`src/rtl/adc_seq_pkg.sv`:
```
package adc_seq_pkg;
  typedef enum logic [2:0] {
    ST_OFF,
    ST_PWRUP,
    ST_READY,
    ST_SAMPLE,
    ST_CONV,
    ST_WAIT
  } seq_state_e;
endpackage

```
`src/rtl/adc_seq_prescale.sv`:
```
// Divides the clock into interval ticks; restarts from zero on clr_i.
module adc_seq_prescale #(
  parameter int TICK_CLKS = 204800
) (
  input  logic clk,
  input  logic rst,
  input  logic run_i,
  input  logic clr_i,
  output logic tick_o
);
  localparam int PW = (TICK_CLKS > 1) ? $clog2(TICK_CLKS) : 1;
  localparam logic [PW-1:0] LAST = PW'(TICK_CLKS - 1);

  logic [PW-1:0] pcnt_q;

  always_ff @(posedge clk) begin
    if (rst || clr_i) begin
      pcnt_q <= '0;
    end else if (run_i) begin
      pcnt_q <= (pcnt_q == LAST) ? '0 : pcnt_q + 1'b1;
    end
  end

  assign tick_o = run_i && (pcnt_q == LAST);
endmodule

```
`src/rtl/adc_seq_timer.sv`:
```
// Shared phase countdown: load, step, report zero.
module adc_seq_timer #(
  parameter int W = 12
) (
  input  logic         clk,
  input  logic         rst,
  input  logic         load_i,
  input  logic [W-1:0] load_val_i,
  input  logic         step_i,
  output logic         zero_o
);
  logic [W-1:0] cnt_q;

  always_ff @(posedge clk) begin
    if (rst) begin
      cnt_q <= '0;
    end else if (load_i) begin
      cnt_q <= load_val_i;
    end else if (step_i && (cnt_q != '0)) begin
      cnt_q <= cnt_q - 1'b1;
    end
  end

  assign zero_o = (cnt_q == '0);
endmodule

```
`src/rtl/adc_seq_ctrl.sv`:
```
module adc_seq_ctrl
  import adc_seq_pkg::*;
#(
  parameter int CODE_W    = 10,
  parameter int SMPL_W    = 4,
  parameter int SMPL_UNIT = 32,
  parameter int IVL_W     = 8,
  parameter int DLY_W     = 8,
  parameter int TICK_CLKS = 204800
) (
  input  logic              clk,
  input  logic              rst,
  input  logic              en_i,
  input  logic              start_wr_i,
  input  logic              cont_i,
  input  logic [SMPL_W-1:0] smpl_mult_i,
  input  logic [IVL_W-1:0]  ivl_mult_i,
  input  logic [DLY_W-1:0]  pwr_dly_i,
  input  logic              irq_en_i,
  input  logic              irq_clr_i,
  input  logic              conv_done_i,
  input  logic [CODE_W-1:0] code_i,
  output logic              sample_o,
  output logic              convert_o,
  output logic              busy_o,
  output logic [CODE_W-1:0] result_o,
  output logic              irq_flag_o,
  output logic              irq_o
);
  localparam int UNIT_W = $clog2(SMPL_UNIT);
  localparam int SLEN_W = SMPL_W + UNIT_W + 1;
  localparam int TMP_W  = (SLEN_W > IVL_W) ? SLEN_W : IVL_W;
  localparam int TMR_W  = (TMP_W > DLY_W) ? TMP_W : DLY_W;

  seq_state_e        state_q, state_d;
  logic              tmr_load, tmr_zero, tmr_step, tick;
  logic [TMR_W-1:0]  tmr_val, smpl_len;
  logic              complete, pre_clr;
  logic [CODE_W-1:0] result_q;
  logic              flag_q;

  assign smpl_len = (smpl_mult_i == '0) ? TMR_W'(1)
                                        : TMR_W'(smpl_mult_i) * TMR_W'(SMPL_UNIT);
  assign complete = (state_q == ST_CONV) && conv_done_i && en_i;

  always_comb begin
    state_d  = state_q;
    tmr_load = 1'b0;
    tmr_val  = '0;
    unique case (state_q)
      ST_OFF: begin
        if (pwr_dly_i == '0) begin
          state_d = ST_READY;
        end else begin
          state_d  = ST_PWRUP;
          tmr_load = 1'b1;
          tmr_val  = TMR_W'(pwr_dly_i) - 1'b1;
        end
      end
      ST_PWRUP: if (tmr_zero) state_d = ST_READY;
      ST_READY: begin
        if (start_wr_i) begin
          state_d  = ST_SAMPLE;
          tmr_load = 1'b1;
          tmr_val  = smpl_len - 1'b1;
        end
      end
      ST_SAMPLE: if (tmr_zero) state_d = ST_CONV;
      ST_CONV: begin
        if (conv_done_i) begin
          if (!cont_i) begin
            state_d = ST_READY;
          end else if (ivl_mult_i == '0) begin
            state_d  = ST_SAMPLE;
            tmr_load = 1'b1;
            tmr_val  = smpl_len - 1'b1;
          end else begin
            state_d  = ST_WAIT;
            tmr_load = 1'b1;
            tmr_val  = TMR_W'(ivl_mult_i) - 1'b1;
          end
        end
      end
      ST_WAIT: begin
        if (!cont_i) begin
          state_d = ST_READY;
        end else if (tmr_zero && tick) begin
          state_d  = ST_SAMPLE;
          tmr_load = 1'b1;
          tmr_val  = smpl_len - 1'b1;
        end
      end
      default: state_d = ST_OFF;
    endcase
    if (!en_i) begin
      state_d  = ST_OFF;
      tmr_load = 1'b0;
    end
  end

  assign tmr_step = (state_q == ST_WAIT) ? tick : 1'b1;
  assign pre_clr  = (state_d == ST_WAIT) && (state_q != ST_WAIT);

  adc_seq_timer #(.W(TMR_W)) u_timer (
    .clk       (clk),
    .rst       (rst),
    .load_i    (tmr_load),
    .load_val_i(tmr_val),
    .step_i    (tmr_step),
    .zero_o    (tmr_zero)
  );

  adc_seq_prescale #(.TICK_CLKS(TICK_CLKS)) u_prescale (
    .clk   (clk),
    .rst   (rst),
    .run_i (state_q == ST_WAIT),
    .clr_i (pre_clr),
    .tick_o(tick)
  );

  always_ff @(posedge clk) begin
    if (rst) begin
      state_q  <= ST_OFF;
      result_q <= '0;
      flag_q   <= 1'b0;
    end else begin
      state_q <= state_d;
      if (complete) result_q <= code_i;
      if (complete)       flag_q <= 1'b1;
      else if (irq_clr_i) flag_q <= 1'b0;
    end
  end

  assign sample_o   = (state_q == ST_SAMPLE);
  assign convert_o  = (state_q == ST_CONV);
  assign busy_o     = (state_q == ST_SAMPLE) || (state_q == ST_CONV) || (state_q == ST_WAIT);
  assign result_o   = result_q;
  assign irq_flag_o = flag_q;
  assign irq_o      = flag_q && irq_en_i;
endmodule

```
`config.mk`:
```
export PLATFORM = sky130hd
export DESIGN_NAME = adc_seq_ctrl
export DESIGN_NICKNAME = d
export VERILOG_FILES = /design/src/rtl/adc_seq_pkg.sv /design/src/rtl/adc_seq_prescale.sv /design/src/rtl/adc_seq_timer.sv /design/src/rtl/adc_seq_ctrl.sv
export SDC_FILE = /design/constraint.sdc
export NUM_CORES = 1
export LEC_CHECK = 0
export BUFFER_PORTS_ARGS = -buffer_cell sky130_fd_sc_hd__buf_2
export CORE_UTILIZATION = 56
export CTS_BUF_LIST = sky130_fd_sc_hd__clkbuf_4 sky130_fd_sc_hd__clkbuf_8 sky130_fd_sc_hd__clkbuf_16
export CTS_CLUSTER_DIAMETER = 100
export DETAILED_ROUTE_END_ITERATION = 6
export PLACE_DENSITY = 0.81
export SLEW_MARGIN = 30
export SYNTH_ARGS = -nofsm -noshare
export SYNTH_HDL_FRONTEND = slang
export SYNTH_SLANG_ARGS = --single-unit
```
`constraint.sdc`:
```
create_clock -name clk -period 3.4 [get_ports clk]
set_clock_uncertainty 0.1 [all_clocks]
set_input_delay 0.34 -clock clk [delete_from_list [all_inputs] [get_ports clk]]
set_output_delay 0.34 -clock clk [all_outputs]
set_load 0.01 [all_outputs]
```
; ---- Yosys cells after proc, flatten, opt, wreduce, memory -nomap -nowiden
; Cells that the tools add are included.
[totals]
word_cells = 70
register_bits = 42
inputBits = 38
[op_classes]
reduce_logical = 18
muxes = 34
n_eq_ne = 8
n_addsub = 5
[op_table]
columns = operator, n
row1 = 2-to-1 mux 10 bit, 9
row2 = one-hot mux 10 bit (4 select lines), 1
row3 = 2-to-1 mux 3 bit, 9
row4 = "adder 18 x 1 -> 18 bit, second input constant", 1
row5 = "== test 18 bit, second input constant", 1
row6 = 2-to-1 mux 18 bit, 1
row7 = one-hot mux 3 bit (6 select lines), 1
row8 = "subtractor 8 x 1 -> 9 bit, second input constant", 2
row9 = zero test 8 bit, 2
row10 = zero test 10 bit, 1
row11 = 2-to-1 mux 1 bit, 10
row12 = nonzero test 10 bit, 1
row13 = "subtractor 10 x 1 -> 10 bit, second input constant", 1
row14 = "subtractor 9 x 1 -> 10 bit, second input constant", 1
row15 = "== test 3 bit, second input constant", 3
row16 = 2-to-1 mux 9 bit, 1
row17 = logical AND 1 bit, 7
row18 = "== test 3 x 2 -> 1 bit, second input constant", 2
row19 = zero test 4 bit, 1
row20 = one-hot mux 1 bit (4 select lines), 1
row21 = nonzero test 2 bit, 2
row22 = "== test 3 x 1 -> 1 bit, second input constant", 1
row23 = zero test 3 bit, 1
row24 = logical OR 1 bit, 3
row25 = other kinds (2), 2

; ---- Logic depth before layout (Yosys ltp)
; Gate-level depths: netlist (run 1).
[depth]
word_depth = 10
mapped_depth = 9

; ---- Modules after synthesis
; From an unflattened synthesis (run 1), not the netlist that was laid out.
[hier_totals]
hier_cells = 340
area_unflattened_um2 = 2811.4
[modules_own_cells]
columns = mod, cells_each, n_inst, area_per_inst_um2, seq_area_each_um2
row1 = adc_seq_ctrl, 171, 1, 1316.3, 280.3
row2 = adc_seq_prescale, 97, 1, 868.3, 360.3
row3 = adc_seq_timer, 72, 1, 626.9, 200.2

; ---- Worst setup path after synthesis (run 1)
; OpenSTA, ideal clock, no wires.
[synth_timing]
path_type = flip-flop to flip-flop
from = reg u_prescale.pcnt_q[0]
to = reg u_timer.cnt_q[4]
path_stages_with_launch = 8
arrival_ns = 2.131
required_ns = 3.184
path_buffers = 0
path_slack_ns = 1.053
cell_sequence = dfxtp_1 > ha_1 > nand3_1 > or3_4 > nor3_4 > a41oi_4 > or4b_1 > and3_1
[synth_between]
elab_chain_len = 8
elab_cells_between_ends = 14
[synth_lines]
columns = item, line_no
row1 = "start, declared", adc_seq_prescale.sv:14  ; logic [PW-1:0] pcnt_q;
row2 = "start signal, assigned", adc_seq_prescale.sv:20  ; pcnt_q <= (pcnt_q == LAST) ? '0 : pcnt_q + 1'b1;
row3 = == test 18 bit (*), adc_seq_prescale.sv:24  ; assign tick_o = run_i && (pcnt_q == LAST);
row4 = logical AND 1 bit (*), adc_seq_prescale.sv:24
row5 = logical AND 1 bit, adc_seq_ctrl.sv:87  ; end else if (tmr_zero && tick) begin
row6 = 2-to-1 mux 1 bit, adc_seq_ctrl.sv:87
row7 = 2-to-1 mux 1 bit, adc_seq_ctrl.sv:85  ; if (!cont_i) begin
row8 = one-hot mux 1 bit (4 select lines), adc_seq_ctrl.sv:50  ; unique case (state_q)
row9 = 2-to-1 mux 1 bit, adc_seq_ctrl.sv:95  ; if (!en_i) begin
row10 = 2-to-1 mux 10 bit or nonzero test 2 bit (tied branches), n/a
row11 = "end signal, assigned", adc_seq_timer.sv:18  ; cnt_q <= load_val_i;
row12 = "end signal, assigned", adc_seq_timer.sv:20  ; cnt_q <= cnt_q - 1'b1;
row13 = "end, declared", adc_seq_timer.sv:12  ; logic [W-1:0] cnt_q;
; Every way passes the cells marked *; elsewhere a longest branch is shown, timed or not.
; A chain may end at the register's enable or synchronous reset.

; ---- Worst setup path after layout (run 1)
[layout_timing]
from = reg state_q[1]
to = reg u_timer.cnt_q[4]
[layout_between]
elab_chain_len = 8
elab_cells_between_ends = 17
[layout_lines]
columns = item, line_no
row1 = "start, declared", adc_seq_ctrl.sv:35  ; seq_state_e state_q, state_d;
row2 = "start signal, assigned", adc_seq_ctrl.sv:127  ; state_q <= state_d;
row3 = == test 3 bit, "adc_seq_ctrl.sv:50, adc_seq_ctrl.sv:101, adc_seq_ctrl.sv:116"
row4 = logical AND 1 bit, adc_seq_prescale.sv:24
row5 = logical AND 1 bit, adc_seq_ctrl.sv:87
row6 = 2-to-1 mux 1 bit, adc_seq_ctrl.sv:87
row7 = 2-to-1 mux 1 bit, adc_seq_ctrl.sv:85
row8 = one-hot mux 1 bit (4 select lines), adc_seq_ctrl.sv:50
row9 = 2-to-1 mux 1 bit, adc_seq_ctrl.sv:95
row10 = 2-to-1 mux 10 bit or nonzero test 2 bit (tied branches), n/a
; Parallel ways exist; a longest one is shown, timed or not.

==> results of run 1 <==
-- cell type report --
cell class                 instances  area [µm²]  share of cell area (%)
clock inverter                     2        13.8                   0.437
tap                               67        83.8                    2.66
inverter                          13        48.8                    1.55
sequential                        42         841                    26.7
clock buffer                       6        76.3                    2.42
multi-input combinational        284        1810                    57.5
timing repair buffer              54         275                    8.73
-- worst paths after layout --
check               from                to  slack (ns)  depth (start not counted)
min reg2reg  result_o[9]       result_o[9]        0.36                          2
max reg2reg   state_q[1]  u_timer.cnt_q[4]        0.58                          6
min            code_i[4]       result_o[4]        0.18                          3
max           state_q[1]  u_timer.cnt_q[4]        0.58                          6
-- stage by stage --
stage	area [µm²]	setup WS, ns	power, mW
6_report	3150	0.577	1.12
4_1_cts	3150	0.609	1.12
3_3_place_gp	3060	0.608	0.792
3_5_place_dp	3060	0.460	0.800
2_1_floorplan	2780	1.05	0.725
5_1_grt	3150	0.462	1.17
-- registers in the layout (all words and copies together), names as in the netlist --
name and count:
result_o 10, irq_flag_o 1, u_timer.cnt_q 10, state_q 3
u_prescale.pcnt_q 18
-- where the power goes --
group	switching (mW)	internal, mW	total [mW]
clock	0.171	0.153	0.324
combinational	0.149	0.109	0.258
sequential	0.0241	0.511	0.535
total	0.344	0.772	1.12
-- logic make-up (layout without fill, tap and decap cells) --
logic type      after synthesis  after routing  share of synthesized area, %
buf+inv                      24             75                          4.50
mux                           3              3                          1.13
xor+xnor                     27             27                          8.51
simple gates                170            170                          33.1
flops                        42             42                          30.2
compound gates               78             78                          19.8
fa+ha+maj                     6              6                          2.70
-- tightest hold or removal path: stages --
cell and delay, ns:
buf_2 0.09, nand2_1 0.04, a21oi_1 0.05
-- layout by cell type (no fill, tap or decap), types with 2 or more instances in the layout --
cell type,instances
nand2b_1,2
o21a_1,2
nand4_1,4
or4_1,3
xnor2_1,17
ha_1,6
nor3_1,19
a21boi_0,3
a21o_1,2
nor2_1,41
o21ai_0,13
nor4_1,6
dfxtp_1,42
and3_1,6
a211oi_1,2
mux2i_1,2
clkbuf_8,5
a31oi_1,5
nor2b_1,2
o211ai_1,2
nand3_1,16
nand2_1,47
o22ai_1,2
or4b_2,2
a21oi_1,26
a221oi_2,4
buf_4,2
a22oi_1,2
inv_1,13
or4b_1,3
xor2_1,10
buf_2,52
-- routing by layer --
metal / vias to the layer above / GRT usage, % / share of wire, %
met5: - / 0 / 0
met3: 13 / 4.17 / 2.6
met4: 0 / 10.7 / 1.9
met1: 1248 / 32.2 / 46
li1: 1370 / - / -
met2: 49 / 46.2 / 50
==> key figures, run 1 <==
Placed design
  • Dpl cells: 460
  • DP HPWL: 5.10 mm
  • Global placer's final weighted congestion: 0.855
  • Port-buffer cells: 52

Die
  • Die width: 72.5 µm
  • Row count: 25
  • Core area: 4750 µm²
  • # IOs: 53
  • Total Die Area: 5250 µm²
  • Die Y: 72.5 µm
  • Initial Util: 58.5%

Synthesis
  • Share of the synthesized area in the top cell type: 30.2%
  • Synthesized instance count: 350
  • Asr flop ratio synth: 0%
  • Post-synthesis sequential area ratio: 30.2%
  • Ranking of synthesized cells by area: dfxtp_1 (30%), nand2_1 (6.3%), nor2_1 (5.5%)
  • Synth area leader: dfxtp_1
  • Top-count cell post-synth: nand2_1
  • Top FF cell, synth: dfxtp_1
  • Synth cell count leaders: nand2_1 (47), dfxtp_1 (42), nor2_1 (41), a21oi_1 (26), nor3_1 (19)
  • EDFF count, synth: 0
  • Syn nets: 394
  • Synth warn: 0
  • Syn avg cell area: 7.94 µm²
  • Mapped cell area: 2780 µm²
  • Yosys reg bits: 42
  • Netlist cell types: 69

Run status
  • Outcome: completed

Global route
  • Grt total ovfl: 0
  • Vias in the first global route: 2,464
  • GRT Util Overall: 26.4%
  • First-pass GRT wire length: 11.0 mm
  • Initial antenna violation count: 0
  • Pin count of the biggest net entering global routing: 22

STA
  • Slew HR: 57.5%
  • Final setup vio count: 0
  • Worst-Margin Slew: 0.636 ns
  • Achievable clock frequency: 354 MHz
  • Final period util: 83.0%
  • WHS: 0.177 ns
  • Fin Setup TNS: 0 ns
  • Final Hold Viols: 0
  • RSZ-0062 raised after global routing: no
  • Max-slew violations: 0
  • Min cycle time layout: 2.82 ns

Clock network
  • Hold Buf Count CTS: 0
  • Setup bufs post-CTS: 0
  • Num CTS Buffers: 5
  • CTS root buf: clkbuf_8
  • CTS tree: done
  • CTS H-Tree Depth: 2
  • Clock sink count: 42
  • Clock Pin Slew Worst Setup and Hold Paths: 0.08 ns
  • Max clock buf depth: 2
  • Post-CTS resize count: 0
  • Clock Latency Late Sink: 0.29 ns

Setup path
  • Slowest-stage cell, CP: or4b_1
  • Critical path class: flip-flop to flip-flop
  • CP Capture Type: flip-flop
  • Family with the most delay on the worst path: simple AND/OR/NAND/NOR gates
  • Worst path arrival time: 2.91 ns
  • Critical Path RT: 3.49 ns
  • CP Launch Type: flip-flop
  • Max stage delay on crit path: 0.62 ns
  • Worst path buffer plus inverter count: 0
  • Worst path cell trace: nand3b_2 > or3_4 > nor3_4 > a41oi_4 > or4b_1 > and3_1
  • Critical Path Fanout Max: 17

Cells and area
  • FILL cells: 422
  • Layout cells sized above 1: 21.4%
  • N_diodes: 0
  • Non-filler cells, final: 468
  • Post-layout util: 66.3%
  • Layout area overhead: 13.4%
  • Final net count: 444

Pwr
  • Worst VDD drop: 0.333 mV
  • Lkg Pwr: 1.25 nW
  • Pwr dens: 354 nW/µm²

Routing
  • DR vias: 2,680
  • First-pass DRT Iterations: 4
  • Initial DRC Count: 140
  • Antenna Nets Post-Route: 0
  • Drt wl/cell: 14.3 µm
  • Vias per inst: 5.73
  • Overall routed net length: 6.67 mm
  • Post-route DRC violation count: 0

Hold path
  • Hold Path Class: input port to flip-flop

Run
  • Number of max-cap violations: 0
Note: power is estimated with default switching activity, not from simulation.
==> run 2, diff against run 1 <==
==> constraint.sdc (replaced) <==
create_clock -name clk -period 2.6 [get_ports clk]
set_clock_uncertainty 0.1 [all_clocks]
set_input_delay 0.26 -clock clk [delete_from_list [all_inputs] [get_ports clk]]
set_output_delay 0.26 -clock clk [all_outputs]
set_load 0.01 [all_outputs]
==> run 2 against run 1 <==
Effect of this change: register-to-register slack worse by 0.46 ns; worst hold slack worse by 0.082 ns; power is 42% higher; design area is 5.6% higher; global-route usage is 0.72 points higher; first-iteration DRC count is 51% higher; critical path type unchanged; largest cell class unchanged.
==> key figures, run 2 (synthesis gave the netlist of run 1 again) <==
Run status
  • Outcome: completed

Placed design
  • Dpl cells: 475
  • Port-buffer cells: 52
  • Worst Setup Slack post-DPL: 0.0323 ns
  • DP HPWL: 5.07 mm
  • Global placer's final weighted congestion: 0.903

Hold path
  • Hold path startpoint: code_i[9]
  • Hold endpoint: result_o[9]
  • Hold Path Class: input port to flip-flop
  • WHS Path Cells: 3

Pwr
  • Pwr dens: 477 nW/µm²
  • Lkg Pwr: 1.35 nW
  • Worst VDD drop: 0.531 mV

Run
  • Number of max-cap violations: 0

Setup path
  • Worst path buffer plus inverter count: 1
  • Family with the most delay on the worst path: simple AND/OR/NAND/NOR gates
  • Worst path cell trace: ha_1 > nand3_1 > or3_4 > nor3_4 > a41oi_4 > buf_4 > o41ai_1 > a21oi_1
  • R2R Setup Slk: 0.12 ns
  • Reg2reg end: u_timer.cnt_q[7]
  • Reg2reg start: u_prescale.pcnt_q[0]
  • Worst path arrival time: 2.55 ns
  • CP Capture Type: flip-flop
  • Max stage delay on crit path: 0.43 ns
  • Critical path class: flip-flop to flip-flop
  • Critical Path RT: 2.67 ns
  • Critical Path Fanout Max: 8
  • Slowest-stage cell, CP: o41ai_1
  • CP Launch Type: flip-flop
  • R2R depth: 8

STA
  • WHS: 0.0946 ns
  • Max-slew violations: 0
  • Final period util: 95.5%
  • Min cycle time layout: 2.48 ns
  • Achievable clock frequency: 403 MHz
  • Final WS setup: 0.117 ns
  • Final Hold Viols: 0
  • Slew HR: 59.6%
  • Worst-Margin Slew: 0.606 ns
  • Final setup vio count: 0
  • Fin Setup TNS: 0 ns
  • RSZ-0062 raised after global routing: no

Clock network
  • CTS tree: done
  • Hold Buf Count CTS: 0
  • Clock Pin Slew Worst Setup and Hold Paths: 0.08 ns
  • CTS H-Tree Depth: 2
  • Max clock buf depth: 2
  • Clock Latency Late Sink: 0.29 ns
  • Num CTS Buffers: 5
  • CTS root buf: clkbuf_8
  • Clock sink count: 42

Global route
  • First-pass GRT wire length: 11.4 mm
  • GRT Util Overall: 27.1%
  • Pin count of the biggest net entering global routing: 22
  • Initial antenna violation count: 0
  • Grt total ovfl: 0
  • Vias in the first global route: 2,550

Routing
  • Initial DRC Count: 212
  • Vias per inst: 5.75
  • Overall routed net length: 6.79 mm
  • First-pass DRT Iterations: 4
  • DR vias: 2,799
  • Antenna Nets Post-Route: 0
  • Drt wl/cell: 13.9 µm
  • Post-route DRC violation count: 0

Cells and area
  • Largest Register: u_prescale.pcnt_q
  • Non-filler cells, final: 487
  • Commonest non-fill, non-tap cell in the layout: buf_2
  • Layout area overhead: 19.7%
  • Layout cells sized above 1: 25.0%
  • Final net count: 463
  • Post-layout util: 70.0%
  • Largest register FFs: 18
  • Most frequent cells in the layout: buf_2 (52), nand2_1 (47), dfxtp_1 (42)
  • N_diodes: 0

Die
  • # IOs: 53
  • Core area: 4750 µm²
  • Die width: 72.5 µm
  • Initial Util: 58.5%
  • Total Die Area: 5250 µm²
  • Die Y: 72.5 µm
  • Row count: 25
==> run 2: worst max-delay path by stage <==
stage	start	end	depth (start not counted)
after floorplan	u_prescale.pcnt_q[0]	u_timer.cnt_q[4]	7
after global placement	pwr_dly_i[0]	u_timer.cnt_q[4]	10
after detailed placement	pwr_dly_i[0]	u_timer.cnt_q[4]	10
after CTS	u_timer.cnt_q[3]	u_timer.cnt_q[4]	6
after global routing	u_prescale.pcnt_q[0]	u_timer.cnt_q[4]	7
final	u_prescale.pcnt_q[0]	u_timer.cnt_q[7]	8
==> run 2: cell type report <==
type | count | area [µm²]
multi-input cells | 284 | 1820
flip-flops and latches | 42 | 841
clock buffers | 7 | 83.8
fillers | 405 | 1430
well taps | 67 | 83.8
inverters | 13 | 48.8
clock inverters | 1 | 30.0
repair buffers | 73 | 418
==> run 2: worst min-delay path: cells and delay by family <==
family / cells / cell delay [ns]
AO/OA/AOI/OAI: 1 / 0.05
buffers and inverters: 1 / 0.09
AND/OR/NAND/NOR: 1 / 0.05
==> run 2: stage by stage <==
step                total power, mW  instance area, µm²
finish                         1.59                3330
global route                   1.67                3330
CTS                            1.58                3290
detailed placement             1.05                3180
global placement               1.05                3180
floorplan                     0.947                2780
==> run 2: repair_timing <==
| action | CTS | global route |
|---|---|---|
| setup endpoints to repair | 0 | 4 |
| buffers inserted | 0 | 4 |
| gates resized for setup | 0 | 1 |
==> run 2: power breakdown <==
group          switching [mW]  internal, mW  leakage [nW]
sequential             0.0267         0.668         0.341
clock                   0.220         0.308        0.0593
combinational           0.209         0.156         0.954
==> run 2: per-layer routing <==
metal / GRT usage, % / share of wire, % / vias up
met1: 34.2 / 45 / 1308
li1: - / - / 1406
met4: 7.84 / 1.3 / 0
met5: 0 / 0 / -
met2: 46.5 / 50 / 76
met3: 5.56 / 4.1 / 9
